<file path="src/rtl/i2c_cmd_pkg.sv">
package i2c_cmd_pkg;
  localparam int REG_W = 32;

  localparam logic [1:0] OFS_TADDR = 2'd0;
  localparam logic [1:0] OFS_CTRL  = 2'd1;
  localparam logic [1:0] OFS_DATA  = 2'd2;

  localparam int CMD_RUN   = 0;
  localparam int CMD_START = 1;
  localparam int CMD_STOP  = 2;
  localparam int CMD_ACK   = 3;

  typedef enum logic [2:0] {
    EN_IDLE, EN_START, EN_ADDR, EN_DATA, EN_STOP, EN_HOLD
  } eng_state_e;

  typedef struct packed {
    logic clk_to;
    logic bus_bsy;
    logic idle;
    logic arb_lost;
    logic dat_nack;
    logic adr_nack;
    logic error;
    logic busy;
  } stat_t;
endpackage

</file>
<file path="src/rtl/i2c_qtr_tick.sv">
module i2c_qtr_tick #(
  parameter int QTR_CYC = 25
) (
  input  logic clk_i,
  input  logic rst_ni,
  output logic tick_o
);
  localparam int CW = (QTR_CYC > 1) ? $clog2(QTR_CYC) : 1;

  if (QTR_CYC <= 1) begin : g_every
    assign tick_o = 1'b1;
  end else begin : g_div
    logic [CW-1:0] cnt_q;
    always_ff @(posedge clk_i or negedge rst_ni) begin
      if (!rst_ni) cnt_q <= '0;
      else if (cnt_q == CW'(QTR_CYC - 1)) cnt_q <= '0;
      else cnt_q <= cnt_q + 1'b1;
    end
    assign tick_o = (cnt_q == CW'(QTR_CYC - 1));
  end
endmodule

</file>
<file path="src/rtl/i2c_bus_mon.sv">
module i2c_bus_mon (
  input  logic clk_i,
  input  logic rst_ni,
  input  logic scl_i,
  input  logic sda_i,
  output logic bus_bsy_o
);
  logic scl_q, sda_q, start_det, stop_det, bsy_q;

  always_ff @(posedge clk_i or negedge rst_ni) begin
    if (!rst_ni) begin
      scl_q <= 1'b1;
      sda_q <= 1'b1;
      bsy_q <= 1'b0;
    end else begin
      scl_q <= scl_i;
      sda_q <= sda_i;
      if (start_det) bsy_q <= 1'b1;
      else if (stop_det) bsy_q <= 1'b0;
    end
  end

  assign start_det = scl_q & scl_i & sda_q & ~sda_i;
  assign stop_det  = scl_q & scl_i & ~sda_q & sda_i;
  assign bus_bsy_o = bsy_q;


  bus_bsy_start_chk: assert property (@(posedge clk_i) disable iff (!rst_ni)
    ($fell(sda_i) && scl_i && $past(scl_i)) |=> bus_bsy_o);
endmodule

</file>
<file path="src/rtl/i2c_xfer_eng.sv">
module i2c_xfer_eng
  import i2c_cmd_pkg::*;
(
  input  logic       clk_i,
  input  logic       rst_ni,
  input  logic       tick_i,
  input  logic       go_i,
  input  logic       cmd_start_i,
  input  logic       cmd_stop_i,
  input  logic       cmd_ack_i,
  input  logic [7:0] taddr_i,
  input  logic [7:0] tx_byte_i,
  input  logic       sda_i,
  output logic       scl_oe_o,
  output logic       sda_oe_o,
  output logic       busy_o,
  output logic       idle_o,
  output logic       done_o,
  output logic       adr_nack_o,
  output logic       dat_nack_o,
  output logic       rx_vld_o,
  output logic [7:0] rx_byte_o
);
  eng_state_e state_q;
  logic [1:0] ph_q;
  logic [3:0] bit_q;
  logic [7:0] sh_q;
  logic       rw_q, stop_q, ack_q, nack_q;
  logic       done_q, adr_q, dat_q, rxv_q;
  logic       accept, m_drive;

  assign accept = go_i && (state_q == EN_IDLE || state_q == EN_HOLD);

  always_ff @(posedge clk_i or negedge rst_ni) begin
    if (!rst_ni) begin
      state_q <= EN_IDLE;
      ph_q    <= '0;
      bit_q   <= '0;
      sh_q    <= '0;
      rw_q    <= 1'b0;
      stop_q  <= 1'b0;
      ack_q   <= 1'b0;
      nack_q  <= 1'b0;
      done_q  <= 1'b0;
      adr_q   <= 1'b0;
      dat_q   <= 1'b0;
      rxv_q   <= 1'b0;
    end else begin
      done_q <= 1'b0;
      adr_q  <= 1'b0;
      dat_q  <= 1'b0;
      rxv_q  <= 1'b0;
      if (accept) begin
        stop_q <= cmd_stop_i;
        ack_q  <= cmd_ack_i;
        ph_q   <= '0;
        if (state_q == EN_IDLE || cmd_start_i) begin
          state_q <= EN_START;
        end else begin
          state_q <= EN_DATA;
          bit_q   <= '0;
          sh_q    <= rw_q ? 8'h00 : tx_byte_i;
        end
      end else if (tick_i && state_q != EN_IDLE && state_q != EN_HOLD) begin
        ph_q <= ph_q + 2'd1;
        unique case (state_q)
          EN_START: if (ph_q == 2'd3) begin
            state_q <= EN_ADDR;
            bit_q   <= '0;
            sh_q    <= taddr_i;
            rw_q    <= taddr_i[0];
          end
          EN_ADDR, EN_DATA: begin
            if (ph_q == 2'd1) begin
              if (bit_q == 4'd8) nack_q <= sda_i;
              else if (state_q == EN_DATA && rw_q) sh_q <= {sh_q[6:0], sda_i};
            end
            if (ph_q == 2'd3) begin
              if (bit_q != 4'd8) begin
                bit_q <= bit_q + 4'd1;
                if (!(state_q == EN_DATA && rw_q)) sh_q <= {sh_q[6:0], 1'b0};
              end else if (state_q == EN_ADDR) begin
                if (nack_q) begin
                  state_q <= EN_STOP;
                  adr_q   <= 1'b1;
                end else begin
                  state_q <= EN_DATA;
                  bit_q   <= '0;
                  sh_q    <= rw_q ? 8'h00 : tx_byte_i;
                end
              end else if (!rw_q && nack_q) begin
                state_q <= EN_STOP;
                dat_q   <= 1'b1;
              end else begin
                rxv_q   <= rw_q;
                state_q <= stop_q ? EN_STOP : EN_HOLD;
                done_q  <= !stop_q;
              end
            end
          end
          EN_STOP: if (ph_q == 2'd3) begin
            state_q <= EN_IDLE;
            done_q  <= 1'b1;
          end
          default: ;
        endcase
      end
    end
  end

  // master owns SDA for every address bit and for written data bits
  assign m_drive = (state_q == EN_ADDR) || !rw_q;

  always_comb begin
    scl_oe_o = 1'b0;
    sda_oe_o = 1'b0;
    unique case (state_q)
      EN_START: begin
        scl_oe_o = (ph_q == 2'd0) || (ph_q == 2'd3);
        sda_oe_o = ph_q[1];
      end
      EN_ADDR, EN_DATA: begin
        scl_oe_o = (ph_q == 2'd0) || (ph_q == 2'd3);
        if (bit_q != 4'd8) sda_oe_o = m_drive & ~sh_q[7];
        else sda_oe_o = (state_q == EN_DATA) && rw_q && ack_q;
      end
      EN_STOP: begin
        scl_oe_o = (ph_q == 2'd0);
        sda_oe_o = !ph_q[1];
      end
      EN_HOLD: scl_oe_o = 1'b1;
      default: ;
    endcase
  end

  assign busy_o     = (state_q != EN_IDLE) && (state_q != EN_HOLD);
  assign idle_o     = (state_q == EN_IDLE);
  assign done_o     = done_q;
  assign adr_nack_o = adr_q;
  assign dat_nack_o = dat_q;
  assign rx_vld_o   = rxv_q;
  assign rx_byte_o  = sh_q;


  sda_scl_high_chk: assert property (@(posedge clk_i) disable iff (!rst_ni)
    ((state_q == EN_ADDR || state_q == EN_DATA) && $past(state_q) == state_q
     && !scl_oe_o && !$past(scl_oe_o)) |-> $stable(sda_oe_o));


  go_busy_chk: assert property (@(posedge clk_i) disable iff (!rst_ni)
    (go_i && idle_o) |=> busy_o);


  adr_nack_stop_chk: assert property (@(posedge clk_i) disable iff (!rst_ni)
    adr_nack_o |=> (busy_o && !done_o));
endmodule

</file>
<file path="src/rtl/i2c_cmd_master.sv">
module i2c_cmd_master
  import i2c_cmd_pkg::*;
#(
  parameter int QTR_CYC = 25
) (
  input  logic             clk_i,
  input  logic             rst_ni,
  input  logic [1:0]       addr_i,
  input  logic             wr_i,
  input  logic             rd_i,
  input  logic [REG_W-1:0] wdata_i,
  output logic [REG_W-1:0] rdata_o,
  output logic             irq_o,
  input  logic             scl_i,
  output logic             scl_oe_o,
  input  logic             sda_i,
  output logic             sda_oe_o
);
  logic       tick, go, stat_rd;
  logic       busy, idle, done, adr_nack, dat_nack, rx_vld, bus_bsy;
  logic [7:0] rx_byte, taddr_q, data_q;
  logic       adrack_q, datack_q, irq_q;
  stat_t      stat;

  assign go      = wr_i && addr_i == OFS_CTRL && wdata_i[CMD_RUN];
  assign stat_rd = rd_i && addr_i == OFS_CTRL;

  i2c_qtr_tick #(.QTR_CYC(QTR_CYC)) u_tick (
    .clk_i, .rst_ni, .tick_o(tick)
  );

  i2c_bus_mon u_mon (
    .clk_i, .rst_ni, .scl_i, .sda_i, .bus_bsy_o(bus_bsy)
  );

  i2c_xfer_eng u_eng (
    .clk_i, .rst_ni,
    .tick_i      (tick),
    .go_i        (go),
    .cmd_start_i (wdata_i[CMD_START]),
    .cmd_stop_i  (wdata_i[CMD_STOP]),
    .cmd_ack_i   (wdata_i[CMD_ACK]),
    .taddr_i     (taddr_q),
    .tx_byte_i   (data_q),
    .sda_i,
    .scl_oe_o, .sda_oe_o,
    .busy_o      (busy),
    .idle_o      (idle),
    .done_o      (done),
    .adr_nack_o  (adr_nack),
    .dat_nack_o  (dat_nack),
    .rx_vld_o    (rx_vld),
    .rx_byte_o   (rx_byte)
  );

  always_ff @(posedge clk_i or negedge rst_ni) begin
    if (!rst_ni) begin
      taddr_q  <= '0;
      data_q   <= '0;
      adrack_q <= 1'b0;
      datack_q <= 1'b0;
      irq_q    <= 1'b0;
    end else begin
      if (wr_i && addr_i == OFS_TADDR) taddr_q <= wdata_i[7:0];
      if (rx_vld) data_q <= rx_byte;
      else if (wr_i && addr_i == OFS_DATA) data_q <= wdata_i[7:0];
      if (adr_nack) adrack_q <= 1'b1;
      else if (stat_rd) adrack_q <= 1'b0;
      if (dat_nack) datack_q <= 1'b1;
      else if (stat_rd) datack_q <= 1'b0;
      if (done) irq_q <= 1'b1;
      else if (stat_rd) irq_q <= 1'b0;
    end
  end

  always_comb begin
    stat          = '0;
    stat.busy     = busy;
    stat.error    = adrack_q | datack_q;
    stat.adr_nack = adrack_q;
    stat.dat_nack = datack_q;
    stat.idle     = idle;
    stat.bus_bsy  = bus_bsy;
    unique case (addr_i)
      OFS_TADDR: rdata_o = {24'h0, taddr_q};
      OFS_CTRL:  rdata_o = {24'h0, stat};
      OFS_DATA:  rdata_o = {24'h0, data_q};
      default:   rdata_o = '0;
    endcase
  end

  assign irq_o = irq_q;


  ack_flags_clr_chk: assert property (@(posedge clk_i) disable iff (!rst_ni)
    (stat_rd && !adr_nack && !dat_nack) |=> !(adrack_q || datack_q));


  irq_on_done_chk: assert property (@(posedge clk_i) disable iff (!rst_ni)
    done |=> irq_o);
endmodule

</file>
<file path="config.mk">
export PLATFORM = sky130hd
export DESIGN_NAME = i2c_cmd_master
export DESIGN_NICKNAME = d
export VERILOG_FILES = /design/src/rtl/i2c_cmd_pkg.sv /design/src/rtl/i2c_qtr_tick.sv /design/src/rtl/i2c_bus_mon.sv /design/src/rtl/i2c_xfer_eng.sv /design/src/rtl/i2c_cmd_master.sv
export SDC_FILE = /design/constraint.sdc
export NUM_CORES = 1
export LEC_CHECK = 0
export BUFFER_PORTS_ARGS = -buffer_cell sky130_fd_sc_hd__buf_2
export CAP_MARGIN = 30
export CORE_UTILIZATION = 59
export DETAILED_ROUTE_END_ITERATION = 7
export PLACE_DENSITY_LB_ADDON = 0.05
export SYNTH_ARGS = -nofsm -noshare
export SYNTH_HDL_FRONTEND = slang
export SYNTH_HIERARCHICAL = 1
export SYNTH_SLANG_ARGS = --single-unit
</file>
<file path="constraint.sdc">
create_clock -name clk_i -period 5.6 [get_ports clk_i]
set_clock_uncertainty 0.05 [all_clocks]
set_input_delay 0.84 -clock clk_i [delete_from_list [all_inputs] [get_ports clk_i]]
set_output_delay 0.84 -clock clk_i [all_outputs]
set_load 0.01 [all_outputs]
</file>
; ---- After elaboration in Yosys (flattened, before gate mapping)
; Cells that the tools add are included.
[word_totals]
mem_bits_rw = 0
memories = 0
rom_bits = 0
output_inout_bits = 35
input_bits = 40
word_cells = 172
regBits = 52
latchBits = 0
[classes]
eq_ne = 20
n_reduce_logical = 38
add_sub_neg = 3
n_shift = 0
bitwise = 11
mul = 0
div_mod_pow = 0
mux = 79
magnitude_cmp = 0
[op_table]
columns = cell, n
row1 = 8-bit two-way mux, 15
row2 = 1-bit two-way mux, 36
row3 = 4-bit two-way mux, 8
row4 = 3-bit two-way mux, 9
row5 = 8-bit case mux with 3 select lines, 1
row6 = 8-bit case mux with 2 select lines, 1
row7 = 1-bit logical AND, 12
row8 = 2-bit nonzero test, 6
row9 = "3-bit by 1-bit != test with 1-bit output, second input constant", 3
row10 = 3-bit case mux with 3 select lines, 1
row11 = "4-bit != test, second input constant", 2
row12 = 4-bit case mux with 2 select lines, 1
row13 = 4-bit AND reduction, 2
row14 = 7-bit AND reduction, 1
row15 = 1-bit bitwise AND, 6
row16 = "3-bit by 2-bit equality test with 1-bit output, second input constant", 2
row17 = "3-bit equality test, second input constant", 2
row18 = 2-bit two-way mux, 3
row19 = 1-bit case mux with 3 select lines, 2
row20 = 6-bit AND reduction, 1
row21 = 3-bit nonzero test, 2
row22 = "5-bit by 1-bit adder with 5-bit output, second input constant", 1
row23 = "5-bit equality test, second input constant", 1
row24 = 5-bit two-way mux, 1
row25 = 21 further kinds, 32

; ---- Logic depth before layout (Yosys ltp)
[logic_depth]
depth_word = 12
mapped_depth = 9
ltp_nobuf = 8

; ---- Modules after synthesis
; Netlist, hierarchy kept.
[by_module_without_submodules]
columns = module, seq_area_each_um2, cells_per_inst, area_each_um2, n_inst
row1 = i2c_xfer_eng, 625.6, 230, 1880.6, 1
row2 = i2c_cmd_master, 475.5, 120, 1153.6, 1
row3 = i2c_qtr_tick, 125.1, 24, 266.5, 1
row4 = i2c_bus_mon, 77.6, 7, 111.4, 1

; ---- Worst setup path before layout
; OpenSTA, ideal clock, no wires.
[synth_timing]
path_type = input port to flip-flop
start = in addr_i[1]
end = reg u_eng.sh_q[6] (netlist: u_eng/rx_byte_o[6])
path_stages = 8
slack_ns = 2.982
t_arrival_ns = 2.431
t_required_ns = 5.413
path_buffers = 1
setup_time_ns = 0.137
cell_sequence = and2b_1 and3_1 or3b_1 a21oi_2 o21ai_1 buf_2 a311oi_1 o32ai_1
[synth_between]
elab_chain_cells = 6
elab_cells_between_ends = 10
classes_between = eq/ne: 3 / mux: 1 / reduce/logical: 6
[synth_lines]
columns = item, line_no
row1 = start: declaration, i2c_cmd_master.sv:8  ; input logic [1:0] addr_i,
row2 = 2-bit by 1-bit equality test with 1-bit output *, i2c_cmd_master.sv:25  ; assign go = wr_i && addr_i == OFS_CTRL && wdata_i[CMD_RUN];
row3 = 1-bit logical AND * (2 in a row), i2c_cmd_master.sv:25
row4 = net go, i2c_cmd_master.sv:19  ; logic tick, go, stat_rd;
row5 = 1-bit logical AND *, i2c_xfer_eng.sv:32  ; assign accept = go_i && (state_q == EN_IDLE || state_q == EN_HOLD);
row6 = 3-bit by 1-bit != test with 1-bit output (no line) (tied with other cells), --
row7 = 4-bit AND reduction (no line), --
row8 = end signal: assignment, i2c_xfer_eng.sv:62  ; sh_q <= rw_q ? 8'h00 : tx_byte_i;
row9 = end signal: assignment, i2c_xfer_eng.sv:70  ; sh_q <= taddr_i;
row10 = end signal: assignment, i2c_xfer_eng.sv:76  ; else if (state_q == EN_DATA && rw_q) sh_q <= {sh_q[6:0], sda_i};
row11 = end: declaration, i2c_xfer_eng.sv:27  ; logic [7:0] sh_q;
; Mark *: on every way through the listed nets, which the timed path passes. The rest lies on a longest branch.
; A chain may end at the register's enable or synchronous reset.

; ---- Worst setup path after layout
[layout_timing]
start = reg u_eng.state_q[1]
end = out sda_oe_o
[layout_between]
elab_chain_cells = 5
elab_cells_between_ends = 11
classes_between = eq/ne: 4 / mux: 2 / bitwise: 1 / reduce/logical: 4
[layout_lines]
columns = item, line_no
row1 = start: declaration, i2c_xfer_eng.sv:24  ; eng_state_e state_q;
row2 = start signal: assignment, i2c_xfer_eng.sv:96  ; state_q <= stop_q ? EN_STOP : EN_HOLD;
row3 = "3-bit by 2-bit equality test with 1-bit output, on equally long branches", "i2c_xfer_eng.sv:112, i2c_xfer_eng.sv:117, i2c_xfer_eng.sv:125"
row4 = 1-bit logical OR or 1-bit logical AND (tied branches), "i2c_xfer_eng.sv:112, i2c_xfer_eng.sv:125"
row5 = 1-bit bitwise AND or 1-bit logical AND (tied branches), "i2c_xfer_eng.sv:124, i2c_xfer_eng.sv:125"
row6 = 1-bit two-way mux, i2c_xfer_eng.sv:124  ; if (bit_q != 4'd8) sda_oe_o = m_drive & ~sh_q[7];
row7 = 1-bit case mux with 3 select lines *, i2c_xfer_eng.sv:117  ; unique case (state_q)
row8 = end: declaration, i2c_cmd_master.sv:17  ; output logic sda_oe_o
; Every way passes the cells marked *; elsewhere a longest branch is shown, timed or not.

==> results by group <==
STA
  – Slew Limit Fails: 0
  – Setup_tns: 0 ns
  – Worst slew pin tran: 0.9555 ns
  – Final count of hold timing violations: 0
  – Final setup margin: 1.920 ns
  – Min Tclk post-route: 3.680 ns
  – Relative slew slack: 0.3630
  – Hold WS: 0.3845 ns
  – Final Cycle Share: 0.6572
  – Fmax: 271.7 MHz
  – RSZ-0062 raised after global routing: no
  – Final Setup Violations: 0

Layout
  – Register Area: 1304 um2
  – Fill count: 492
  – Synth-to-layout area growth: 3.520%
  – Layout cells sized above 1: 0.1497
  – Final Non-Filler Cells: 466
  – Util after Layout: 0.6375
  – Finished Cell Area: 3532 um2
  – # diodes: 0
  – Nets: 440
  – Area of the multi-input gates: 1804 um2

Worst setup path
  – Worst r2r path cells: 5
  – Critical Setup Path Class: reg -> out
  – Worst endpoint required time: roughly 4.7 ns
  – R2r setup slk: 2.53 ns
  – Startpoint types: flip-flop
  – Worst-path fanout max: 28
  – Worst R2R End: u_eng/rx_byte_o[3]
  – Crit path capture type: primary output
  – Worst r2r src: u_eng/state_q[1]
  – Worst EP arrival: 2.79 ns

Synthesis
  – Ys flop type: dfrtp_1
  – Top-count cell post-synth: dfrtp_1
  – Post-synthesis cell type count: 61
  – Synthesized area per cell: ~9 um2
  – Syn Std Cell Area: 3412 um2
  – Post-synth EDFFs: 0
  – Post-synth top area cell: dfrtp_1
  – Register area share after synthesis: 0.3821
  – Share of the synthesized area in the top cell type: 0.3667
  – Top post-synthesis cells by count: dfrtp_1, nand2_1, a21oi_1
  – Cells after Synth: 381
  – Area contributors post-synth: dfrtp_1, buf_4, a21oi_1
  – YS warnings: 6
  – Ys async rst share: 1.000
  – Yosys reg bits: between 50 and 60

Placed design
  – Pre-CTS setup slack: approximately 2.3 ns
  – Dpl cells: ~460
  – Cell Area, Placed: 3441 um2
  – PortBufs: 26
  – DP HPWL: around 5500 um
  – GPL Wtd Cong: 0.8472

Routing
  – Remaining DRCs: 0
  – Drt first pass iters: 5
  – Via density: ~6.1
  – Vias: 2,862
  – WL final: 8104 um
  – Antenna-violating nets left: 0
  – Initial drt markers: between 200 and 300
  – WL/cell: 17.39 um

Clock tree
  – Root Driver: clkbuf_8
  – Num CTS Buffers: 5
  – Maximum clock path buffer count: 2
  – Hold buffer count at CTS: 0
  – Number of H-tree levels: 2
  – Clock Sinks: 52
  – CTS clk-pin slew, worst paths: ~0.11 ns
  – CTS resizes: 0
  – CTS tree: built
  – Post-CTS Setup Inserts: 0
  – Worst skew pair latency: slightly above 0.3 ns

Floorplanning
  – DIE AREA: 6091 um2
  – IO Count: 75
  – Placeable Area: 5540 um2
  – Starting density of the core: 0.6159
  – Die Y-Extent: 78.05 um
  – Die width: approximately 78 um
  – Rows: 27

GRT
  – Initial antenna violation count: 0
  – Global route overflow: 0
  – Number of global-route vias before repair: 2,696
  – First-pass GRT wire length: 13,700 um
  – Largest net degree at the start of global routing: 53
  – GRT Util Overall: 0.2886

Power and ir drop
  – Final Power: 1.424 mW
  – Pwr Density: roughly 400 nW/um2
  – Worst vdd ir: just under 0.0003 V
  – Leak: between 1.5 and 2 nW

Hold path
  – Hold Path Stages: 1
  – HP Class: reg -> reg
  – Worst hold start: u_eng/done_o
  – Hold Path Sink: irq_o

Outcome
  – Outcome: completed

Flow run
  – Max Cap Viol: 0
placed cells by master (no fill, tap or decap), types with 11 or more instances in the layout:
cell type / instances
nor2_1: 22
nand2_1: 32
a21oi_1: 31
buf_2: 26
nand3_1: 11
inv_1: 25
mux2i_1: 15
o21ai_0: 17
dfrtp_1: 50
mux2_2: 13
conb_1: 24
nor2b_1: 11
kinds of logic (layout without fill, tap and decap cells):
| family | Yosys count | after routing | share of synthesized area |
|---|---|---|---|
| adders and majority gates | 7 | 7 | 0.02567 |
| and+or+nand+nor | 124 | 124 | 0.2024 |
| other | 1 | 24 | 0.001099 |
| DFF | 52 | 52 | 0.3821 |
| muxes | 28 | 28 | 0.08691 |
| buffers and inverters | 72 | 62 | 0.1144 |
| xor gates and xnor gates | 1 | 1 | 0.002567 |
| AOI/OAI and AO/OA | 96 | 96 | 0.1848 |
flip-flops by register name, summed over array words and instances (netlist names), 2 cells and up:
name                flops
data_q                  8
taddr_q                 8
u_eng/rx_byte_o         8
u_tick/g_div.cnt_q      5
u_eng/bit_q             4
u_eng/state_q           3
u_eng/ph_q              2
how the worst max path moves through the flow:
stage / cells after the start / end / startpoint
after floorplan: 8 / u_eng/rx_byte_o[6] / addr_i[1]
after global placement: 9 / u_eng/bit_q[2] / addr_i[1]
after detailed placement: 9 / u_eng/bit_q[2] / addr_i[1]
after CTS: 5 / sda_oe_o / u_eng/state_q[1]
after global routing: 5 / sda_oe_o / u_eng/state_q[1]
final: 5 / sda_oe_o / u_eng/state_q[1]
metal layers:
layer | routed length [um] | GRT usage | vias up
met3 | 719 | 0.06163 | 8
met5 | 0 | 0 | -
met1 | 3598 | 0.4162 | 1380
met4 | 117 | 0.08148 | 0
li1 | - | - | 1338
met2 | 3668 | 0.4377 | 136
layout make-up:
cell class,instances,share of cell area
clock inverter,3,0.006376
clock buffer,5,0.01948
sequential,52,0.3691
inverter,26,0.02763
timing repair buffer,28,0.04109
multi-input combinational,280,0.5108
tap,72,0.02550
power breakdown:
group / internal, mW / switching [mW] / total, mW / leakage (nW)
registers: 0.461 / 0.136 / 0.596 / 0.641
logic: 0.254 / 0.350 / 0.603 / 0.942
clock network: 0.0899 / 0.134 / 0.224 / 0.0485
critical path, cell delays in order, from the launching register on:
cell      delay (ns)
dfrtp_1         0.94
nand2b_1        0.65
nor2_1          0.48
nand3b_1        0.13
o221ai_1        0.10
buf_2           0.17
No activity file was read; power rests on OpenSTA's default activity.
